===== src/rtl/dma_cnt_pkg.sv =====
package dma_cnt_pkg;
  typedef enum logic {
    ST_IDLE = 1'b0,
    ST_MEM  = 1'b1
  } eng_state_t;
endpackage


===== src/rtl/dma_accept_decode.sv =====
module dma_accept_decode #(
  parameter int CNT_W = 16
) (
  input  logic             accept,
  input  logic             dir_latched,
  input  logic             req_to_mem,
  input  logic [CNT_W-1:0] req_len,
  input  logic [CNT_W-1:0] wcount,
  output logic [CNT_W-1:0] clamp_len,
  output logic             go_drop,
  output logic             go_zero,
  output logic             go_mem
);
  function automatic logic [CNT_W-1:0] smaller(input logic [CNT_W-1:0] a,
                                               input logic [CNT_W-1:0] b);
    return (a < b) ? a : b;
  endfunction

  logic dir_ok;

  assign dir_ok    = (req_to_mem == dir_latched);
  assign clamp_len = smaller(req_len, wcount);
  assign go_drop   = accept && !dir_ok;
  assign go_zero   = accept && dir_ok && (clamp_len == '0);
  assign go_mem    = accept && dir_ok && (clamp_len != '0);
endmodule


===== src/rtl/dma_work_regs.sv =====
module dma_work_regs #(
  parameter int CNT_W  = 16,
  parameter int ADDR_W = 32
) (
  input  logic              clk,
  input  logic              rst_n,
  input  logic              load,
  input  logic [CNT_W-1:0]  load_cnt,
  input  logic [ADDR_W-1:0] load_addr,
  input  logic              step,
  input  logic [CNT_W-1:0]  step_len,
  input  logic              zero_end,
  output logic [CNT_W-1:0]  wcount,
  output logic [ADDR_W-1:0] waddr,
  output logic              done
);
  function automatic logic [CNT_W-1:0] cnt_after(input logic [CNT_W-1:0] c,
                                                 input logic [CNT_W-1:0] l);
    return c - l;
  endfunction

  function automatic logic [ADDR_W-1:0] addr_after(input logic [ADDR_W-1:0] a,
                                                   input logic [CNT_W-1:0]  l);
    return a + ADDR_W'(l);
  endfunction

  logic [CNT_W-1:0] next_cnt;
  assign next_cnt = cnt_after(wcount, step_len);

  always_ff @(posedge clk) begin
    if (!rst_n) begin
      wcount <= '0;
      waddr  <= '1;
      done   <= 1'b0;
    end else if (load) begin
      wcount <= load_cnt;
      waddr  <= load_addr;
      done   <= 1'b0;
    end else if (step) begin
      wcount <= next_cnt;
      waddr  <= addr_after(waddr, step_len);
      if (next_cnt == '0) done <= 1'b1;
    end else if (zero_end) begin
      if (wcount == '0) done <= 1'b1;
    end
  end


  done_sticky_chk: assert property (@(posedge clk) disable iff (!rst_n)
    done && !load |=> done);

  done_on_empty_chk: assert property (@(posedge clk) disable iff (!rst_n)
    step && !load && (step_len == wcount) |=> done);

  count_step_chk: assert property (@(posedge clk) disable iff (!rst_n)
    step && !load |=> wcount == $past(wcount) - $past(step_len));

  addr_step_chk: assert property (@(posedge clk) disable iff (!rst_n)
    step && !load |=> waddr == $past(waddr) + ADDR_W'($past(step_len)));

  regs_hold_chk: assert property (@(posedge clk) disable iff (!rst_n)
    !load && !step |=> $stable(wcount) && $stable(waddr));
endmodule


===== src/rtl/dma_burst_counter.sv =====
module dma_burst_counter
  import dma_cnt_pkg::*;
#(
  parameter int CNT_W  = 16,
  parameter int ADDR_W = 32
) (
  input  logic              clk,
  input  logic              rst_n,
  input  logic              cmd_start,
  input  logic              cmd_stop,
  input  logic              cfg_to_mem,
  input  logic [CNT_W-1:0]  start_count,
  input  logic [ADDR_W-1:0] start_addr,
  input  logic              req_valid,
  output logic              req_ready,
  input  logic [CNT_W-1:0]  req_len,
  input  logic              req_to_mem,
  output logic              rsp_valid,
  output logic              rsp_drop,
  output logic [CNT_W-1:0]  rsp_len,
  output logic              mem_req,
  output logic              mem_write,
  output logic [ADDR_W-1:0] mem_addr,
  output logic [CNT_W-1:0]  mem_len,
  input  logic              mem_ack,
  output logic [CNT_W-1:0]  work_count,
  output logic [ADDR_W-1:0] work_addr,
  output logic              xfer_done
);
  eng_state_t       state;
  logic             enabled;
  logic             dir_q;
  logic             accept;
  logic             go_drop, go_zero, go_mem;
  logic             mem_done;
  logic [CNT_W-1:0] clamp_len;

  assign req_ready = enabled && (state == ST_IDLE);
  assign accept    = req_valid && req_ready;
  assign mem_done  = (state == ST_MEM) && mem_ack;
  assign mem_req   = (state == ST_MEM);
  assign mem_write = dir_q;

  dma_accept_decode #(.CNT_W(CNT_W)) u_dec (
    .accept      (accept),
    .dir_latched (dir_q),
    .req_to_mem  (req_to_mem),
    .req_len     (req_len),
    .wcount      (work_count),
    .clamp_len   (clamp_len),
    .go_drop     (go_drop),
    .go_zero     (go_zero),
    .go_mem      (go_mem)
  );

  dma_work_regs #(.CNT_W(CNT_W), .ADDR_W(ADDR_W)) u_regs (
    .clk       (clk),
    .rst_n     (rst_n),
    .load      (cmd_start),
    .load_cnt  (start_count),
    .load_addr (start_addr),
    .step      (mem_done),
    .step_len  (mem_len),
    .zero_end  (go_zero),
    .wcount    (work_count),
    .waddr     (work_addr),
    .done      (xfer_done)
  );

  always_ff @(posedge clk) begin
    if (!rst_n) begin
      enabled <= 1'b0;
      dir_q   <= 1'b0;
    end else if (cmd_start) begin
      enabled <= 1'b1;
      dir_q   <= cfg_to_mem;
    end else if (cmd_stop) begin
      enabled <= 1'b0;
    end
  end

  always_ff @(posedge clk) begin
    if (!rst_n) begin
      state    <= ST_IDLE;
      mem_addr <= '0;
      mem_len  <= '0;
    end else if (go_mem) begin
      state    <= ST_MEM;
      mem_addr <= start_addr;
      mem_len  <= clamp_len;
    end else if (mem_done) begin
      state    <= ST_IDLE;
    end
  end

  always_ff @(posedge clk) begin
    if (!rst_n) begin
      rsp_valid <= 1'b0;
      rsp_drop  <= 1'b0;
      rsp_len   <= '0;
    end else begin
      rsp_valid <= go_drop || go_zero || mem_done;
      rsp_drop  <= go_drop;
      rsp_len   <= mem_done ? mem_len : '0;
    end
  end


  mem_hold_chk: assert property (@(posedge clk) disable iff (!rst_n)
    mem_req && !mem_ack |=> mem_req && $stable(mem_addr) && $stable(mem_len));

  len_clamp_chk: assert property (@(posedge clk) disable iff (!rst_n)
    mem_req |-> (mem_len != '0) && (mem_len <= work_count));

  drop_rsp_chk: assert property (@(posedge clk) disable iff (!rst_n)
    rsp_valid && rsp_drop |-> (rsp_len == '0) && !mem_req);

  drop_no_mem_chk: assert property (@(posedge clk) disable iff (!rst_n)
    go_drop |=> !mem_req && $stable(work_count) && $stable(xfer_done));

  stop_ready_chk: assert property (@(posedge clk) disable iff (!rst_n)
    cmd_stop && !cmd_start |=> !req_ready);

  zero_no_mem_chk: assert property (@(posedge clk) disable iff (!rst_n)
    go_zero |=> !mem_req && rsp_valid && (rsp_len == '0));

  ack_rsp_chk: assert property (@(posedge clk) disable iff (!rst_n)
    mem_req && mem_ack |=> rsp_valid && !rsp_drop && (rsp_len == $past(mem_len)) && !mem_req);
endmodule


===== config.mk =====
export PLATFORM = sky130hd
export DESIGN_NAME = dma_burst_counter
export DESIGN_NICKNAME = d
export VERILOG_FILES = /design/src/rtl/dma_cnt_pkg.sv /design/src/rtl/dma_accept_decode.sv /design/src/rtl/dma_work_regs.sv /design/src/rtl/dma_burst_counter.sv
export SDC_FILE = /design/constraint.sdc
export NUM_CORES = 1
export LEC_CHECK = 0
export BUFFER_PORTS_ARGS = -buffer_cell sky130_fd_sc_hd__buf_2
export CELL_PAD_IN_SITES_DETAIL_PLACEMENT = 0
export CELL_PAD_IN_SITES_GLOBAL_PLACEMENT = 2
export CORE_MARGIN = 8
export CORE_UTILIZATION = 27
export CTS_CLUSTER_SIZE = 30
export DETAILED_ROUTE_END_ITERATION = 7
export GPL_ROUTABILITY_DRIVEN = 0
export PLACE_DENSITY = 0.77
export REMOVE_ABC_BUFFERS = 1
export SYNTH_ARGS = -nofsm -noshare
export SYNTH_HDL_FRONTEND = slang
export SYNTH_SLANG_ARGS = --single-unit

===== constraint.sdc =====
create_clock -name clk -period 2.9 [get_ports clk]
set_input_delay 0.58 -clock clk [delete_from_list [all_inputs] [get_ports clk]]
set_output_delay 0.58 -clock clk [all_outputs]
set_load 0.05 [all_outputs]

==> impl_metrics.ini, run 1 <==
[drt]
vias = 7016
postRouteAntennaNets = 0
via_per_inst = 4.85
dr.pass1.iters = 5
post_drt_wl_per_cell_microns = 18.2
wl_microns = 26300
drt_iter0_drc = 387
route.detailed.drc = 0

[clocking]
clk_latency_ns = 0.42
cts_buffer_depth = 2
cts_hold_buf = 0
cts.sinks = 118
cts_tree = done
cts_max_level = 4
cts_buffers = 17
cts-root-buf = clkbuf_16
path_clk_slew_ns = 0.06

[global_routing]
grt_pass1_vias = 6880
grt_antenna_before_repair = 1
grt_pass1_wl_microns = 40100
grt_max_degree = 65
grtUsageTotal_pct = 16.4
grt_overflow = 0

[setup_path]
crit_chain = inv_2 -> ha_4 -> inv_2 -> fa_2 -> a211oi_4 -> o211ai_1 -> a41oi_2 -> xnor2_2 -> or4_4 -> a2111oi_4 -> a41oi_2 -> nor2_1
r2r_end = u_regs.done
crit_slowest_cell = or4_4
cp-start-kind = flop
r2r_start = u_regs.wcount[0]
cp-end-kind = flop
required_ns = 3.25
path_buf_inv = 2
path_delay_family = compound AO/OA/AOI/OAI gates
cp_slowest_stage_delay_ns = 0.56
reg2reg_setup_slack_ns = -0.007
rr_worst_depth = 12
critPathKind = flop to flop
path_max_fanout = 3
crit_cells = 12
crit_arrival_ns = 3.25

[synthesis]
synthTopCellsByArea = dfxtp_1 (34%), ha_1 (8.2%), nand2_1 (7.7%)
syn_area_sq_um = 7000
ys.warnings.count = 0
ys_types = 67
synth-seq-cells = 118
synth_area_leader_cell = dfxtp_1
avgSynthCellArea_sq_um = 8.08
synth_ff_type = dfxtp_1
ys_seq_area_share_pct = 33.7
synth_async_sr_flop_share_pct = 0
netlist_instances = 866
synth_top_area_share_pct = 33.7
synth_edf_count = 0

[place]
pre_cts_slack_ns = -0.169
io_buffers = 189
dp_hpwl_microns = 20100
place_area_sq_um = 8750

[finish]
multi_input_area_sq_um = 4410
final_nets = 1219
fin_area_sq_um = 9570
seq_area_sq_um = 2370
areaGrowthSynthToFinish_pct = 36.7
drive_above_1_share_pct = 30.2
num_antenna_cells = 0
nFillCells = 2722
utilization_pct = 37.2

[die]
dieArea_sq_um = 31300
die_w_microns = 177
die_h_microns = 177
pin_count = 190
num_rows = 59
start_util_pct = 27.2
core_area_sq_um = 25800

[sta]
min_period_over_period_pct = 100
fin_crit_ns = 2.91
final_max_slew_viol_count = 0
setup_viol = 1
hold_viol = 0
fmax_mhz = 344
worst_pin_slew_ns = 0.677
fin_skew_ns = 0.0141
layout_setup_ws_ns = -0.00704
maxSlewHeadroom_pct = 54.9
rsz0062_at_grt = yes

[min_path]
hp-start = start_count[14]
min_path_cells = 2
hp-class = input pin to flop
hold_path_end = u_regs.wcount[14]

[power_and_ir_drop]
powerDensity_nw_per_um2 = 579
p_leak_nw = 4.48
swShare_pct = 31.8
p_seq_share_pct = 31.7
p_int_mw = 3.78
p_switching_mw = 1.77
ir_drop_mv = 0.341
power.share.combinational_pct = 26.9
power_frac_clock_pct = 41.4

[status]
violations = setup timing
run_status = finished with violations

[flow_run]
drv_cap = 0
-- cells in the mapped netlist, drive strengths merged, types with 3 or more instances --
master,number
nand2,143
dfxtp,118
a21oi,53
nor2,49
ha,46
o21ai,45
clkbuf,44
inv,43
a21boi,34
mux2i,26
and3,19
o211a,19
o211ai,18
nand3,16
nor3,16
xnor2,16
a211oi,13
nor2b,13
xor2,11
nor4,10
a21o,9
nand4,9
nand2b,8
a31oi,7
nor3b,7
o21a,7
o31ai,7
and2,5
buf,5
nand3b,4
o2111ai,4
or4,4
a2111oi,3
a311oi,3
a31o,3
-- routing by layer --
| metal | track usage (%) | wire (microns) | up-vias |
|---|---|---|---|
| met3 | 4.40 | 1480 | 20 |
| met2 | 25.4 | 11800 | 169 |
| met5 | 0 | 12 | - |
| met1 | 22.0 | 12700 | 3260 |
| met4 | 4.31 | 289 | 2 |
| li1 | - | - | 3565 |
-- worst register-to-register path, delay by kind of cell (launching register included) --
| family | cells | cell delay (ns) |
|---|---|---|
| flip-flops | 1 | 0.32 |
| AO/OA/AOI/OAI | 5 | 1.13 |
| adder cells (fa/ha/maj) | 2 | 0.51 |
| AND/OR/NAND/NOR | 2 | 0.67 |
| XOR/XNOR | 1 | 0.11 |
| buffers and inverters | 2 | 0.09 |
-- stage by stage --
step | power, mW | hold slack (ns) | instances | setup TNS [ns]
after floorplan | 2.69 | 0.451 | 817 | -88.03
after global placement | 3.21 | 0.438 | 1409 | -0.0563
after detailed placement | 3.21 | 0.445 | 1409 | -0.306
after CTS | 5.55 | 0.377 | 1442 | -0.0327
after global routing | 5.81 | 0.376 | 1446 | -0.186
final | 5.55 | 0.397 | 1446 | -0.00704
-- power groups by stage --
stage,registers [mW],logic (mW),clock network [mW]
after floorplan,2.03,0.659,0
after global placement,1.79,1.42,0
after detailed placement,1.79,1.41,0
after CTS,1.76,1.44,2.35
after global routing,1.77,1.62,2.42
final,1.76,1.49,2.29
-- worst max-delay path by stage --
stage / from / slack (ns) / end
after floorplan: u_regs.wcount[11] / -1.86 / mem_len[0]
after global placement: u_regs.wcount[0] / -0.04 / u_regs.done
after detailed placement: u_regs.wcount[0] / -0.17 / u_regs.done
after CTS: mem_len[0] / -0.03 / u_regs.done
after global routing: u_regs.wcount[0] / -0.16 / u_regs.done
final: u_regs.wcount[0] / -0.007 / u_regs.done
-- sequential cells by signal, summed over array words and instances, names as in the netlist --
register / flops
mem_addr: 32
u_regs.waddr: 32
mem_len: 16
rsp_len: 16
u_regs.wcount: 16
enabled: 1
mem_req: 1
mem_write: 1
rsp_drop: 1
rsp_valid: 1
u_regs.done: 1
-- layout make-up --
type / count / share of cell area, %
timing repair buffer: 263 / 16.5
sequential: 118 / 24.7
tap: 335 / 4.38
inverter: 44 / 1.73
clock inverter: 8 / 1.52
clock buffer: 23 / 5.10
multi-input combinational: 655 / 46.0
-- kinds of logic after synthesis --
kind of cell	count (synthesis)	share of synthesized area, %
multiplexers	26	3.72
AND/OR/NAND/NOR	314	21.2
buffers and inverters	93	5.36
AO/OA/AOI/OAI	240	23.8
adder cells (fa/ha/maj)	48	8.79
flip-flops	118	33.7
XOR/XNOR	27	3.38
-- cell usage in the layout (no fill, tap or decap), types with 7 or more instances in the layout --
master and n:
nor2b_1 12, dfxtp_1 114, buf_2 188, nor3b_1 7
nand2b_1 8, ha_1 42, o211ai_1 18, inv_1 41
xnor2_1 15, and3_1 19, buf_4 68, nand3_1 16
nor3_1 16, a21oi_1 50, nand4_1 9, o211a_1 19
mux2i_1 26, xor2_1 10, a21boi_1 12, a211oi_1 10
o21ai_1 7, nor2_1 47, o21a_1 7, nor4_1 10
a21boi_0 22, a21o_1 9, nand2_1 143, o21ai_0 35
clkbuf_16 17
-- repair_timing --
item	in CTS	in global routing
gates resized for setup	6	30
setup buffers	2	4
setup endpoints to repair	3	40
pin swaps	5	5
Note: power is estimated with default switching activity, not from simulation.
==> run 2: changes to the inputs <==
- CELL_PAD_IN_SITES_DETAIL_PLACEMENT: 0 -> not set
- CELL_PAD_IN_SITES_GLOBAL_PLACEMENT: 2 -> not set
- CORE_UTILIZATION: 27 -> 41
- PLACE_DENSITY: 0.77 -> 0.68
==> run 2 against run 1 <==
  * The run now ends clean
  * Critical endpoint unchanged
  * Global-route usage is 5.1 points higher
  * Final cell count is 8.9% lower
  * Die area is 31% lower
  * Largest power group unchanged
  * Critical path depth stayed put
  * Flip-flop and latch count stayed put
==> impl_metrics.ini, run 2 (synthesis results as in run 1) <==
[finish]
top_regs = mem_addr (32), u_regs.waddr (32)
utilization_pct = 55.5
num_antenna_cells = 0
final_common_cell = buf_2
drive_above_1_share_pct = 28.9
final_nets = 1205
areaGrowthSynthToFinish_pct = 31.9
layout_common_cells = buf_2 (188), nand2_1 (143), dfxtp_1 (114), buf_4 (56), a21oi_1 (52)

[setup_path]
critPathKind = flop to flop
crit_arrival_ns = 3.18
path_max_fanout = 3
cp-start-kind = flop
crit_slowest_cell = or4_4
path_buf_inv = 2
crit_chain = inv_2 -> ha_4 -> inv_2 -> fa_2 -> a211oi_2 -> o211ai_1 -> a41oi_2 -> xnor2_1 -> or4_4 -> a2111oi_4 -> a41oi_2 -> nor2_1
cp_slowest_stage_delay_ns = 0.56
required_ns = 3.27
cp-end-kind = flop
path_delay_family = compound AO/OA/AOI/OAI gates

[place]
dp_hpwl_microns = 17100
io_buffers = 189
pre_cts_slack_ns = -0.104

[sta]
layout_setup_ws_ns = 0.0897
fmax_mhz = 356
min_period_over_period_pct = 96.9
maxSlewHeadroom_pct = 49.0
hold_viol = 0
rsz0062_at_grt = yes
setup_viol = 0
fin_crit_ns = 2.81
worst_pin_slew_ns = 0.765
fin_skew_ns = 0.0107
final_max_slew_viol_count = 0

[global_routing]
grt_pass1_wl_microns = 37500
grtUsageTotal_pct = 21.5
grt_pass1_vias = 7232
grt_antenna_before_repair = 0
grt_overflow = 0
grt_max_degree = 78

[clocking]
cts.sinks = 118
cts-root-buf = clkbuf_16
cts_max_level = 4
cts_buffers = 17
path_clk_slew_ns = 0.06
cts_tree = done
clk_latency_ns = 0.43
cts_buffer_depth = 2

[status]
run_status = completed

[drt]
vias = 7217
route.detailed.drc = 0
dr.pass1.iters = 5
wl_microns = 23500
drt_iter0_drc = 600
postRouteAntennaNets = 0
post_drt_wl_per_cell_microns = 17.8
via_per_inst = 5.48

[power_and_ir_drop]
powerDensity_nw_per_um2 = 584
ir_drop_mv = 0.427
finalPower_mw = 5.39
p_leak_nw = 4.38

[die]
die_w_microns = 147
pin_count = 190
core_area_sq_um = 16600
num_rows = 47
start_util_pct = 42.1
die_h_microns = 147
dieArea_sq_um = 21500

[flow_run]
drv_cap = 0

[min_path]
hp-class = input pin to flop
[run 2: cell types whose count changed in the layout (fill, tap and decap cells not counted), sizes merged]
cell	delta
clkinv	+3
clkinvlp	+1
clkbuf	-5
bufinv	-1
buf	-14
inv	+3
[run 2: stage by stage]
stage | area [sq um] | hold WS [ns] | setup TNS (ns) | std cells
finish | 9230 | 0.384 | 0 | 1318
CTS | 9160 | 0.373 | -0.0291 | 1315
global route | 9230 | 0.381 | -0.733 | 1318
detailed placement | 8470 | 0.446 | -0.125 | 1277
global placement | 8470 | 0.438 | -0.00657 | 1277
floorplan | 6790 | 0.451 | -88.03 | 817
[run 2: cell type report]
| cell class | count | area [sq um] |
|---|---|---|
| multi-input combinational | 655 | 4350 |
| tap | 220 | 275 |
| clock inverter | 14 | 175 |
| fill | 1550 | 7410 |
| clock buffer | 18 | 439 |
| timing repair buffer | 249 | 1460 |
| inverter | 44 | 165 |
| sequential | 118 | 2370 |
[run 2: final timing paths]
| kind | start | endpoint | slack [ns] | depth (start not counted) |
|---|---|---|---|---|
| min reg2reg | mem_addr[12] | mem_addr[12] | 0.45 | 2 |
| min | start_addr[0] | u_regs.waddr[0] | 0.38 | 3 |
| max reg2reg | u_regs.wcount[0] | u_regs.done | 0.09 | 12 |
| max | u_regs.wcount[0] | u_regs.done | 0.09 | 12 |
[run 2: power breakdown]
part / total (mW) / internal, mW / switching, mW
sequential: 1.76 / 1.69 / 0.0695
clock: 2.20 / 1.38 / 0.823
combinational: 1.42 / 0.538 / 0.886
total: 5.39 / 3.61 / 1.78
[run 2: per-layer routing]
layer	track usage [%]	part of all wire [%]
met3	6.52	7.3
met4	7.68	2.2
met5	0	0
met1	25.7	43
met2	35.8	48
[run 2: timing repair]
action / CTS / global route
buffers inserted: 6 / 3
pin swaps: 11 / 8
gates cloned: 0 / 0
setup endpoints to repair: 3 / 13
hold buffers: 0 / 0
resized for setup: 6 / 17
[run 2: worst register-to-register path, cell delays in order, from the launching register on]
cell and delay [ns]:
dfxtp_2 0.32, inv_2 0.06, ha_4 0.13, inv_2 0.04, fa_2 0.37, a211oi_2 0.23
o211ai_1 0.22, a41oi_2 0.27, xnor2_1 0.11, or4_4 0.56, a2111oi_4 0.21, a41oi_2 0.13
nor2_1 0.10
